$ cat config.mk
export PLATFORM = sky130hd
export DESIGN_NAME = eth_lp_seq
export DESIGN_NICKNAME = d
export VERILOG_FILES = /design/src/rtl/eth_lp_pkg.sv /design/src/rtl/eth_lp_filter.sv /design/src/rtl/eth_lp_regs.sv /design/src/rtl/eth_lp_fsm.sv /design/src/rtl/eth_lp_seq.sv
export SDC_FILE = /design/constraint.sdc
export NUM_CORES = 1
export LEC_CHECK = 0
export BUFFER_PORTS_ARGS = -buffer_cell sky130_fd_sc_hd__buf_2
export CAP_MARGIN = 20
export CORE_MARGIN = 4
export CORE_UTILIZATION = 40
export CTS_CLUSTER_DIAMETER = 120
export DETAILED_ROUTE_END_ITERATION = 6
export GPL_ROUTABILITY_DRIVEN = 0
export SLEW_MARGIN = 5
export SYNTH_ARGS = -nofsm -noshare
export SYNTH_HDL_FRONTEND = slang
export SYNTH_SLANG_ARGS = --single-unit
$ cat constraint.sdc
create_clock -name clk -period 2 [get_ports clk]
set_input_delay 0.2 -clock clk [delete_from_list [all_inputs] [get_ports clk]]
set_output_delay 0.2 -clock clk [all_outputs]
set_load 0.1 [all_outputs]
$ cat src/rtl/eth_lp_pkg.sv
package eth_lp_pkg;

  typedef enum logic [1:0] {
    LP_ACTIVE = 2'd0,
    LP_DRAIN  = 2'd1,
    LP_GATED  = 2'd2,
    LP_WAKE   = 2'd3
  } lp_state_e;

  // register indices; the open set while gated is 0..LAST_OPEN_REG
  localparam int unsigned REG_CFG  = 0;
  localparam int unsigned REG_CTRL = 1;
  localparam int unsigned REG_BANK = 2;
  localparam int unsigned REG_TXC  = 3;
  localparam int unsigned REG_RXC  = 4;
  localparam int unsigned REG_PHY  = 5;
  localparam int unsigned REG_STAT = 6;
  localparam int unsigned NUM_REGS = 7;
  localparam int unsigned LAST_OPEN_REG = 2;

endpackage

$ cat src/rtl/eth_lp_filter.sv
module eth_lp_filter
  import eth_lp_pkg::*;
#(
  parameter int AW   = 3,
  parameter int NREG = NUM_REGS
) (
  input  lp_state_e           state_i,
  input  logic                sel_i,
  input  logic                wr_i,
  input  logic [AW-1:0]       addr_i,
  output logic [NREG-1:0]     wr_vec_o,
  output logic                rd_req_o,
  output logic                rd_ok_o,
  output logic                viol_o
);

  logic gated;
  logic waking;
  logic open_addr;
  logic wr_ok;

  always_comb begin
    gated     = (state_i == LP_GATED);
    waking    = (state_i == LP_WAKE);
    open_addr = (addr_i <= AW'(LAST_OPEN_REG));
    viol_o    = sel_i & gated & ~open_addr;
    rd_req_o  = sel_i & ~wr_i;
    rd_ok_o   = rd_req_o & ~viol_o;
    wr_ok     = sel_i & wr_i & ~viol_o;
  end

  // one write strobe per register; read-only and engine-enable variants
  for (genvar i = 0; i < NREG; i++) begin : g_wstrb
    if (i == REG_STAT) begin : g_ro
      assign wr_vec_o[i] = 1'b0;
    end else if ((i == REG_TXC) || (i == REG_RXC)) begin : g_eng
      assign wr_vec_o[i] = wr_ok & (addr_i == AW'(i)) & ~waking;
    end else begin : g_rw
      assign wr_vec_o[i] = wr_ok & (addr_i == AW'(i));
    end
  end

endmodule

$ cat src/rtl/eth_lp_regs.sv
module eth_lp_regs
  import eth_lp_pkg::*;
#(
  parameter int DW     = 16,
  parameter int AW     = 3,
  parameter int NREG   = NUM_REGS,
  parameter int BANK_W = 2
) (
  input  logic              clk,
  input  logic              rst_ni,
  input  logic [NREG-1:0]   wr_vec_i,
  input  logic [DW-1:0]     wdata_i,
  input  logic [AW-1:0]     addr_i,
  input  logic              rd_ok_i,
  input  logic              viol_i,
  input  lp_state_e         state_i,
  input  logic              ready_i,
  output logic              pwr_req_o,
  output logic              txc_o,
  output logic              rxc_o,
  output logic              phy_o,
  output logic              err_o,
  output logic [DW-1:0]     rdata_o
);

  logic [DW-1:0]     cfg_q, cfg_d;
  logic [DW-1:0]     ctrl_q, ctrl_d;
  logic [BANK_W-1:0] bank_q, bank_d;
  logic              txc_q, txc_d;
  logic              rxc_q, rxc_d;
  logic              phy_q, phy_d;
  logic              err_q, err_d;
  logic [DW-1:0]     rdata_q, rdata_d;
  logic [DW-1:0]     rd_val;

  always_comb begin
    case (addr_i)
      AW'(REG_CFG):  rd_val = cfg_q;
      AW'(REG_CTRL): rd_val = ctrl_q;
      AW'(REG_BANK): rd_val = DW'(bank_q);
      AW'(REG_TXC):  rd_val = DW'(txc_q);
      AW'(REG_RXC):  rd_val = DW'(rxc_q);
      AW'(REG_PHY):  rd_val = DW'(phy_q);
      AW'(REG_STAT): rd_val = DW'({err_q, ready_i, state_i});
      default:       rd_val = '0;
    endcase
  end

  always_comb begin
    cfg_d   = wr_vec_i[REG_CFG]  ? wdata_i : cfg_q;
    ctrl_d  = wr_vec_i[REG_CTRL] ? wdata_i : ctrl_q;
    bank_d  = wr_vec_i[REG_BANK] ? wdata_i[BANK_W-1:0] : bank_q;
    txc_d   = wr_vec_i[REG_TXC]  ? wdata_i[0] : txc_q;
    rxc_d   = wr_vec_i[REG_RXC]  ? wdata_i[0] : rxc_q;
    phy_d   = wr_vec_i[REG_PHY]  ? wdata_i[0] : phy_q;
    if (viol_i) begin
      err_d = 1'b1;
    end else if (wr_vec_i[REG_CTRL]) begin
      err_d = 1'b0;
    end else begin
      err_d = err_q;
    end
    rdata_d = rd_ok_i ? rd_val : '0;
  end

  always_ff @(posedge clk or negedge rst_ni) begin
    if (!rst_ni) begin
      cfg_q   <= '0;
      ctrl_q  <= '0;
      bank_q  <= '0;
      txc_q   <= 1'b0;
      rxc_q   <= 1'b0;
      phy_q   <= 1'b0;
      err_q   <= 1'b0;
      rdata_q <= '0;
    end else begin
      cfg_q   <= cfg_d;
      ctrl_q  <= ctrl_d;
      bank_q  <= bank_d;
      txc_q   <= txc_d;
      rxc_q   <= rxc_d;
      phy_q   <= phy_d;
      err_q   <= err_d;
      rdata_q <= rdata_d;
    end
  end

  assign pwr_req_o = cfg_q[0];
  assign txc_o     = txc_q;
  assign rxc_o     = rxc_q;
  assign phy_o     = phy_q;
  assign err_o     = err_q;
  assign rdata_o   = rdata_q;


  viol_err_chk: assert property (@(posedge clk) disable iff (!rst_ni)
    viol_i |=> err_q);


  wake_block_chk: assert property (@(posedge clk) disable iff (!rst_ni)
    (state_i == LP_WAKE) |=> ($stable(txc_q) && $stable(rxc_q)));


  ctrl_clr_chk: assert property (@(posedge clk) disable iff (!rst_ni)
    (wr_vec_i[REG_CTRL] && !viol_i) |=> !err_q);

endmodule

$ cat src/rtl/eth_lp_fsm.sv
module eth_lp_fsm
  import eth_lp_pkg::*;
#(
  parameter int WAKE_CYCLES = 16
) (
  input  logic      clk,
  input  logic      rst_ni,
  input  logic      pwr_req_i,
  input  logic      tx_busy_i,
  input  logic      rx_busy_i,
  input  logic      rxf_empty_i,
  input  logic      txcf_empty_i,
  output lp_state_e state_o,
  output logic      clk_on_o,
  output logic      ready_o
);

  localparam int CW = (WAKE_CYCLES > 1) ? $clog2(WAKE_CYCLES) : 1;
  localparam logic [CW-1:0] WAKE_LAST = CW'(WAKE_CYCLES - 1);

  lp_state_e     state_q, state_d;
  logic [CW-1:0] cnt_q, cnt_d;
  logic          quiet;

  always_comb begin
    quiet   = ~tx_busy_i & ~rx_busy_i & rxf_empty_i & txcf_empty_i;
    state_d = state_q;
    cnt_d   = cnt_q;
    case (state_q)
      LP_ACTIVE: begin
        if (pwr_req_i) state_d = LP_DRAIN;
      end
      LP_DRAIN: begin
        if (!pwr_req_i) begin
          state_d = LP_ACTIVE;
        end else if (quiet) begin
          state_d = LP_GATED;
        end
      end
      LP_GATED: begin
        cnt_d = '0;
        if (!pwr_req_i) state_d = LP_WAKE;
      end
      LP_WAKE: begin
        if (cnt_q == WAKE_LAST) begin
          state_d = LP_ACTIVE;
          cnt_d   = '0;
        end else begin
          cnt_d = cnt_q + 1'b1;
        end
      end
      default: state_d = LP_ACTIVE;
    endcase
  end

  always_ff @(posedge clk or negedge rst_ni) begin
    if (!rst_ni) begin
      state_q <= LP_ACTIVE;
      cnt_q   <= '0;
    end else begin
      state_q <= state_d;
      cnt_q   <= cnt_d;
    end
  end

  assign state_o  = state_q;
  assign clk_on_o = (state_q != LP_GATED);
  assign ready_o  = (state_q == LP_ACTIVE);


  gate_quiet_chk: assert property (@(posedge clk) disable iff (!rst_ni)
    (state_q == LP_GATED && $past(state_q) == LP_DRAIN)
      |-> $past(!tx_busy_i && !rx_busy_i && rxf_empty_i && txcf_empty_i));


  wake_len_chk: assert property (@(posedge clk) disable iff (!rst_ni)
    (state_q == LP_ACTIVE && $past(state_q) == LP_WAKE) |-> ($past(cnt_q) == WAKE_LAST));


  gate_entry_chk: assert property (@(posedge clk) disable iff (!rst_ni)
    (state_q == LP_GATED) |-> ($past(state_q) == LP_DRAIN || $past(state_q) == LP_GATED));

endmodule

$ cat src/rtl/eth_lp_seq.sv
module eth_lp_seq
  import eth_lp_pkg::*;
#(
  parameter int DW          = 16,
  parameter int AW          = 3,
  parameter int BANK_W      = 2,
  parameter int WAKE_CYCLES = 16
) (
  input  logic          clk,
  input  logic          rst_n,
  input  logic          hb_sel,
  input  logic          hb_wr,
  input  logic [AW-1:0] hb_addr,
  input  logic [DW-1:0] hb_wdata,
  output logic [DW-1:0] hb_rdata,
  input  logic          tx_busy,
  input  logic          rx_busy,
  input  logic          rx_fifo_empty,
  input  logic          txc_fifo_empty,
  output logic          tx_enable,
  output logic          rx_enable,
  output logic          phy_pwrdn,
  output logic          clk_en_tx,
  output logic          clk_en_rx,
  output logic          clk_en_core,
  output logic          mac_ready,
  output logic [1:0]    lp_state,
  output logic          access_err
);

  logic [1:0]          rst_sync_q;
  logic                rst_int_n;
  lp_state_e           state;
  logic                clk_on;
  logic                ready;
  logic [NUM_REGS-1:0] wr_vec;
  logic                rd_req;
  logic                rd_ok;
  logic                viol;
  logic                pwr_req;
  logic                txc;
  logic                rxc;

  always_ff @(posedge clk or negedge rst_n) begin
    if (!rst_n) begin
      rst_sync_q <= 2'b00;
    end else begin
      rst_sync_q <= {rst_sync_q[0], 1'b1};
    end
  end
  assign rst_int_n = rst_sync_q[1];

  eth_lp_filter #(.AW(AW), .NREG(NUM_REGS)) u_filter (
    .state_i  (state),
    .sel_i    (hb_sel),
    .wr_i     (hb_wr),
    .addr_i   (hb_addr),
    .wr_vec_o (wr_vec),
    .rd_req_o (rd_req),
    .rd_ok_o  (rd_ok),
    .viol_o   (viol)
  );

  eth_lp_regs #(.DW(DW), .AW(AW), .NREG(NUM_REGS), .BANK_W(BANK_W)) u_regs (
    .clk       (clk),
    .rst_ni    (rst_int_n),
    .wr_vec_i  (wr_vec),
    .wdata_i   (hb_wdata),
    .addr_i    (hb_addr),
    .rd_ok_i   (rd_ok),
    .viol_i    (viol),
    .state_i   (state),
    .ready_i   (ready),
    .pwr_req_o (pwr_req),
    .txc_o     (txc),
    .rxc_o     (rxc),
    .phy_o     (phy_pwrdn),
    .err_o     (access_err),
    .rdata_o   (hb_rdata)
  );

  eth_lp_fsm #(.WAKE_CYCLES(WAKE_CYCLES)) u_fsm (
    .clk          (clk),
    .rst_ni       (rst_int_n),
    .pwr_req_i    (pwr_req),
    .tx_busy_i    (tx_busy),
    .rx_busy_i    (rx_busy),
    .rxf_empty_i  (rx_fifo_empty),
    .txcf_empty_i (txc_fifo_empty),
    .state_o      (state),
    .clk_on_o     (clk_on),
    .ready_o      (ready)
  );

  assign clk_en_tx   = clk_on;
  assign clk_en_rx   = clk_on;
  assign clk_en_core = clk_on;
  assign mac_ready   = ready;
  assign lp_state    = state;
  assign tx_enable   = txc & ready;
  assign rx_enable   = rxc & ready;


  gate_fall_chk: assert property (@(posedge clk) disable iff (!rst_int_n)
    $fell(clk_en_core) |-> ($past(state) == LP_DRAIN));


  eng_en_chk: assert property (@(posedge clk) disable iff (!rst_int_n)
    (tx_enable || rx_enable) |-> (lp_state == 2'd0));


  rd_idle_chk: assert property (@(posedge clk) disable iff (!rst_int_n)
    !rd_req |=> (hb_rdata == '0));

endmodule

==> impl_results.md, run 1 <==
- Status: completed
- Slowest-stage cell, CP: dfrtp_2
- Share of layout cells above drive strength 1: between 40% and 50%
- Main area contributors after synthesis: dfrtp_1 58%, mux2_2 17%, a22oi_1 3.4%, nor2_1 2.8%, mux2i_1 1.5%
- Crit-path max FO: 13
- Setup Viol. Count Final: 0
- Std cell rows: 29
- F_max: between 0.5 and 0.6 GHz
- Clock Path Buffers: 2
- Post-synth cell types: 37
- Cts bufs inserted: 9
- FF+latch count, synth: 62
- Worst hold-check path type: primary input to register
- Crit path largest cell delay: roughly 0.5 ns
- Post-synthesis sequential area ratio: 58.5%
- Crit path to: rx_enable
- Die Ht: a little under 90 um
- Required time of the critical path: 1.80 ns
- Worst setup EP type: output pin
- Initial core utilization: between 40% and 50%
- Routed WL: 5450 um
- Die width: 89.5 um
- Via density: 5.14
- Synthesis warning total: 0
- GRT Util Overall: 15.2%
- Crit share post-route: 89.6%
- Internal reg-to-reg setup slack: 0.45 ns
- Synth async-reset ratio: 100%
- Cells along the critical path: nor2_4, and2_2, buf_2
- Leakage power: roughly 1.5 nW
- Maximum VDD drop: 704 uV
- Routed WL per cell: around 16 um
- Clk_lat worst skew: 0.33 ns
- DRT antenna net count: 0
- I/O Pins: 53
- Initial antenna violation count: 0
- Inserted Diodes: 0
- Fillers: 597
- Min cycle time layout: 1.79 ns
- # port buffers: 52
- Clk slew on worst S/H paths: 0.07 ns
- Final Skew: ~0.0067 ns
- Total grt overflow: 0
- Syn_area_per_cell: 12.7 um2
- Drt pass-1 iters: 4
- WS Path Type: register to output pin
- Post-synth EDFFs: 0
- CTS tree: yes
- WHS: ~0.12 ns
- Die area: 0.00800 mm2
- Worst reg-to-reg path cell count: 5
- Final Hold Viols: 0
- Syn_nets: 237
- Global-route wire length before repair: between 9000 and 10000 um
- Layout area overhead: 23.0%
- Reg-to-Reg End: u_regs.rdata_o[1]$_DFF_PN0_
- Slew Viols, Final: 0
- Crit path DAT: 1.59 ns
- RSZ-0062 raised after global routing: false
- Vias in the first global route: between 1500 and 2000
- Via Count: 1795
- Share of the synthesized area in the top cell type: 58.5%
- Post-CTS Setup Bufs: 0
- Power per cell area: 1230 mW/mm2
- Htree depth: 3
- Setup TNS Final: 0 ns
- Drc violations: 0
- MaxCap Viol Count: 0
- Largest net degree at the start of global routing: 37
- Clock root cell: clkbuf_8
- Post-CTS sizing: 0
- Total power: approximately 4 mW
- Sink Count: between 60 and 70
- Hpwl dp: roughly 3800 um
- PnR worst setup slack: 0.207 ns
- Initial DRC Count: 94
- Cell taking the most area after synthesis: dfrtp_1
- Critical Path Start Type: register
- Worst slack, placed: 0.424 ns
- Area of the mapped netlist: 0.00265 mm2
- Final nets: 296
- Mapped Cells: 209
- Top FF cell, synth: dfrtp_1
- Core Box Area: 0.00639 mm2
## metal layers
| layer | up-vias | track usage [%] | part of all wire (%) |
|---|---|---|---|
| met3 | 6 | 3.59 | 4.6 |
| met4 | 0 | 7.31 | 1.2 |
| met5 | - | 0 | 0 |
| met1 | 883 | 20.4 | 45 |
| li1 | 867 | - | - |
| met2 | 39 | 23.2 | 49 |
## where the power goes
| part | internal (mW) | total [mW] | switching, mW |
|---|---|---|---|
| Combinational | 0.361 | 1.27 | 0.910 |
| Clock | 0.598 | 1.05 | 0.450 |
| Sequential | 1.49 | 1.69 | 0.195 |
| Total | 2.45 | 4.01 | 1.55 |
## what timing repair did
| item | CTS | global route |
|---|---|---|
| hold buffers | 1 | 0 |
| hold endpoints to repair | 2 | 0 |
| endpoints found under the setup margin | 0 | 0 |
## worst max-delay path: cells and delay by family (launching register included)
kind,cells,cell delay (ns)
flops,1,0.50
buf+inv,1,0.42
simple gates,2,0.36
## state kept, by name, indices dropped and copies added (netlist names), named ones only
name            cells
u_regs.cfg_q       16
u_regs.ctrl_q      16
u_regs.rdata_o     16
u_fsm.cnt_q         4
rst_sync_q          2
u_regs.bank_q       2
u_fsm.state_o       1
u_regs.err_o        1
u_regs.phy_o        1
u_regs.rxc_o        1
u_regs.txc_o        1
## cells in the final DEF, fill, tap and decap left out, types with 3 or more instances in the layout
master	n
clkbuf_8	10
dfrtp_1	59
inv_1	4
buf_2	52
nor2_1	19
mux2_2	39
dfrtp_2	3
mux2i_1	4
nand2_1	6
a22oi_1	12
buf_4	7
a21oi_1	4
nand3_1	4
## stage by stage
step | instances | util, % | instance area (um2)
after floorplan | 209 | - | 2720
after global placement | 333 | 48.0 | 3070
after detailed placement | 333 | 48.0 | 3070
after CTS | 349 | 51.1 | 3260
after global routing | 349 | 51.1 | 3260
final | 349 | 51.1 | 3260
## final cells by class
type | instances | area (um2) | area share [%]
Sequential cell | 62 | 1560 | 47.6
Multi-Input combinational cell | 129 | 1060 | 32.4
Timing Repair Buffer | 61 | 343 | 10.5
Clock buffer | 11 | 141 | 4.33
Tap cell | 77 | 96.3 | 2.95
Clock inverter | 4 | 47.5 | 1.46
Inverter | 5 | 22.5 | 0.690
## kinds of logic after synthesis
group	share of synthesized area [%]
buffers and inverters	3.39
AOI/OAI and AO/OA	9.19
adders and majority gates	0.471
muxes	18.1
DFF	58.5
and+or+nand+nor	10.3
other	0.141
## synthesized netlist by cell type (all sizes together) (2+ instances only)
library cell   n
a22o           2
and2           3
a21oi          4
clkbuf         6
buf            7
mux2          39
o22a           2
or3            2
nand3b         3
a22oi         12
inv            5
a32oi          2
o21ai          2
nor4           2
nor3b          2
nand2          6
a221oi         2
nor2          20
nand2b         2
nor3           3
nand3          4
nor2b          3
mux2i          4
dfrtp         62
## worst min-delay path by stage
stage,start,endpoint,slack (ns),cells after the start
2_1_floorplan,rst_n,rst_sync_q[0]$_DFF_PN0_,-0.1,0
3_3_place_gp,rst_n,rst_sync_q[0]$_DFF_PN0_,-0.02,1
3_5_place_dp,rst_n,rst_sync_q[0]$_DFF_PN0_,-0.01,1
4_1_cts,hb_wdata[10],u_regs.cfg_q[10]$_DFFE_PN0P_,0.10,2
5_1_grt,hb_wdata[2],u_regs.ctrl_q[2]$_DFFE_PN0P_,0.10,2
6_report,hb_wdata[10],u_regs.cfg_q[10]$_DFFE_PN0P_,0.12,2
(Power assumes the default switching activity.)
==> run 2, diff against run 1 <==
- ABC_AREA: not set -> 1
==> impl_results.md, run 2 <==
- Sink Count: 62 (unchanged)
- Worst slack, placed: 0.239 ns (-0.185 ns)
- Post-synthesis sequential area ratio: 55.4% (-3.0 points)
- Commonest non-fill, non-tap cell in the layout: nand2_1
- Clock Path Buffers: 2 (unchanged)
- GRT Util Overall: 15.5% (+0.27 points)
- Final Hold Viols: 0 (unchanged)
- Synth async-reset ratio: 100% (unchanged)
- Maximum VDD drop: 668 uV (-5.1%)
- Clock root cell: clkbuf_8
- Inserted Diodes: 0 (unchanged)
- Layout area overhead: 19.7%
- Die Ht: 91.7 um (+2.5%)
- Fillers: 666 (+12%)
- Main area contributors after synthesis: dfrtp_1 55%, nand2_1 10%, o21ai_2 5.3%, inv_1 4.6%, o21ai_0 3.8%
- Worst reg-to-reg path cell count: 5 (unchanged)
- Initial antenna violation count: 0 (unchanged)
- Crit share post-route: 87.8% (-1.8 points)
- Die width: 91.7 um (+2.5%)
- Post-synthesis mux area share: 0% (-18 points)
- Post-synth EDFFs: 0 (unchanged)
- PnR worst setup slack: 0.244 ns (+0.0363 ns)
- Worst-Margin Slew: roughly 0.58 ns
- Cell depth of the worst hold path: 3 (+1)
- Clk slew on worst S/H paths: 0.07 ns (about the same)
- WS Path Type: register to register
- Share of the synthesized area in the top cell type: 55.4% (-3.0 points)
- Crit path largest cell delay: 0.47 ns (-0.03 ns)
- Synth Area in XOR/XNOR: 0.626% (+0.63 points)
- RSZ-0062 raised after global routing: false
- Cts bufs inserted: 9 (unchanged)
- Core Box Area: 0.00679 mm2 (+6.4%)
- Drt pass-1 iters: 5 (+1)
- Cell taking the most area after synthesis: dfrtp_1
- Std cell rows: 30 (+3.4%)
- Status: completed
- Routed WL: 5910 um (+8.4%)
- Post-synth cell types: 27 (-27%)
- Stages on worst setup path: 5 (+2)
- Slowest-stage cell, CP: dfrtp_2
- Share of layout cells above drive strength 1: 32.5% (-14 points)
- Post-CTS Setup Bufs: 0 (unchanged)
- Most frequent cells in the layout: 76 x nand2_1, 59 x dfrtp_1, 52 x buf_2
- Adder-Cell Fraction of Synth Area: 0.447% (-0.024 points)
- MaxCap Viol Count: 0 (unchanged)
- Largest net degree at the start of global routing: 34 (-8.1%)
- Required time of the critical path: 2.24 ns (+0.44 ns)
- Top-count cell post-synth: nand2_1
- Slew Viols, Final: 0 (unchanged)
- Clk_lat worst skew: 0.33 ns (about the same)
- # port buffers: 52 (unchanged)
- Final nets: 387 (+31%)
- Min cycle time layout: 1.76 ns (-0.0363 ns)
- Routed WL per cell: 12.9 um (-18%)
- Crit-path max FO: 32 (+19)
- Worst setup EP type: register
- Hpwl dp: 4080 um (+7.4%)
- Relative max-transition margin: between 60% and 70%
- Largest family of logic cells by synthesized area: simple AND/OR/NAND/NOR gates
- Synthesis warning total: 0 (unchanged)
- Worst hold-check path type: primary input to register
- WHS: 0.122 ns (+0.00433 ns)
- Vias in the first global route: 2064 (+13%)
- F_max: 0.569 GHz (+2.1%)
- Synth Area in Compound Gates: 12.8% (+3.6 points)
- Power per cell area: 1290 mW/mm2 (+5.2%)
- Crit path DAT: 2.00 ns (+0.41 ns)
- Initial DRC Count: 133 (+41%)
- Simple-Gate Fraction of Synth Area: 22.2% (+12 points)
- Final Skew: 0.00655 ns (-0.000178 ns)
- Syn_nets: 332 (+40%)
- Mapped Cells: 304 (+45%)
- FF+latch count, synth: 62 (unchanged)
- Die area: 0.00840 mm2 (+5.0%)
- Initial core utilization: 41.2% (-0.36 points)
- CTS tree: yes
- Drc violations: 0 (unchanged)
- Cell family with most CP delay: simple AND/OR/NAND/NOR gates
- Via density: 4.62 (-10%)
- Cells along the critical path: inv_2, nor2_4, nand3_4, nand3_2, o21ai_0
- Top FF cell, synth: dfrtp_1
- Leakage power: 1.70 nW (+12%)
- Htree depth: 3 (unchanged)
- Via Count: 2121 (+18%)
- I/O Pins: 53 (unchanged)
- Syn_area_per_cell: 9.21 um2 (-27%)
- Global-route wire length before repair: 10200 um (+12%)
- Critical path buffer and inverter count: 1 (unchanged)
- DRT antenna net count: 0 (unchanged)
- Setup Viol. Count Final: 0 (unchanged)
- Synth top cells by count: 76 x nand2_1, 62 x dfrtp_1, 34 x inv_1, 21 x o21ai_0, 17 x o21ai_2
- Area of the mapped netlist: 0.00280 mm2 (+5.5%)
- Total grt overflow: 0 (unchanged)
- Critical Path Start Type: register
-- run 2: cell types whose count changed after synthesis, moves of 13 or more --
| cell | delta |
|---|---|
| o21ai_2 | +17 |
| o21ai_0 | +19 |
| inv_1 | +29 |
| mux2_2 | -39 |
| nand2_2 | +13 |
| nand2_1 | +70 |
-- run 2: per-layer routing --
metal / GRT usage [%] / part of all wire (%) / up-vias
li1: - / - / 1080
met1: 20.6 / 46 / 983
met2: 24.3 / 48 / 47
met3: 3.04 / 4.2 / 11
met4: 7.54 / 2.0 / 0
met5: 0 / 0 / -
-- run 2: report_power, final --
group,internal [mW],switching (mW)
logic,0.339,1.17
registers,1.51,0.234
clock network,0.599,0.478
-- run 2: repair_timing --
action                                 CTS  global route
gates resized for setup                  0             0
hold buffers                             1             0
endpoints found under the hold margin    2             0
-- run 2: path summary, 6_finish.rpt --
kind                       slack, ns                    start                            to
min                             0.12              hb_wdata[9]  u_regs.ctrl_q[9]$_DFFE_PN0P_
max reg2reg                     0.24                 register   u_regs.cfg_q[6]$_DFFE_PN0P_
max in group asynchronous       1.04  rst_sync_q[1]$_DFF_PN0_  u_regs.cfg_q[10]$_DFFE_PN0P_
max                             0.24                 register   u_regs.cfg_q[6]$_DFFE_PN0P_
min reg2reg                     0.27  rst_sync_q[1]$_DFF_PN0_      u_regs.rxc_o$_DFFE_PN0P_
min in group asynchronous       0.17                    rst_n       rst_sync_q[1]$_DFF_PN0_
-- run 2: cell families (layout without fill, tap and decap cells) --
kind of cell             Yosys count  in the layout
AO/OA/AOI/OAI                     57             57
other                              1              1
AND/OR/NAND/NOR                  131            131
XOR/XNOR                           2              2
adder cells (fa/ha/maj)            1              1
buffers and inverters             50            109
flip-flops                        62             62
-- run 2: cell type report --
class / instances / area (um2) / area share [%]
Clock inverter: 4 / 47.5 / 1.42
Timing Repair Buffer: 58 / 308 / 9.19
Clock buffer: 11 / 141 / 4.22
Tap cell: 96 / 120 / 3.58
Sequential cell: 62 / 1560 / 46.4
Multi-Input combinational cell: 192 / 1040 / 31.0
Inverter: 36 / 139 / 4.14
-- run 2: metrics by stage --
stage	util (%)	setup TNS, ns	total power, mW	area (um2)	cells
after global placement	46.4	0	3.25	3150	443
after detailed placement	46.4	0	3.28	3150	443
after floorplan	-	-0.632	3.09	2860	304
after CTS	49.3	0	4.36	3350	459
after global routing	49.3	0	4.56	3350	459
final	49.3	0	4.33	3350	459
-- run 2: tightest hold or removal path: cells and delay by family --
kind	cells	cell delay, ns
buffers and inverters	2	0.17
AOI/OAI and AO/OA	1	0.06
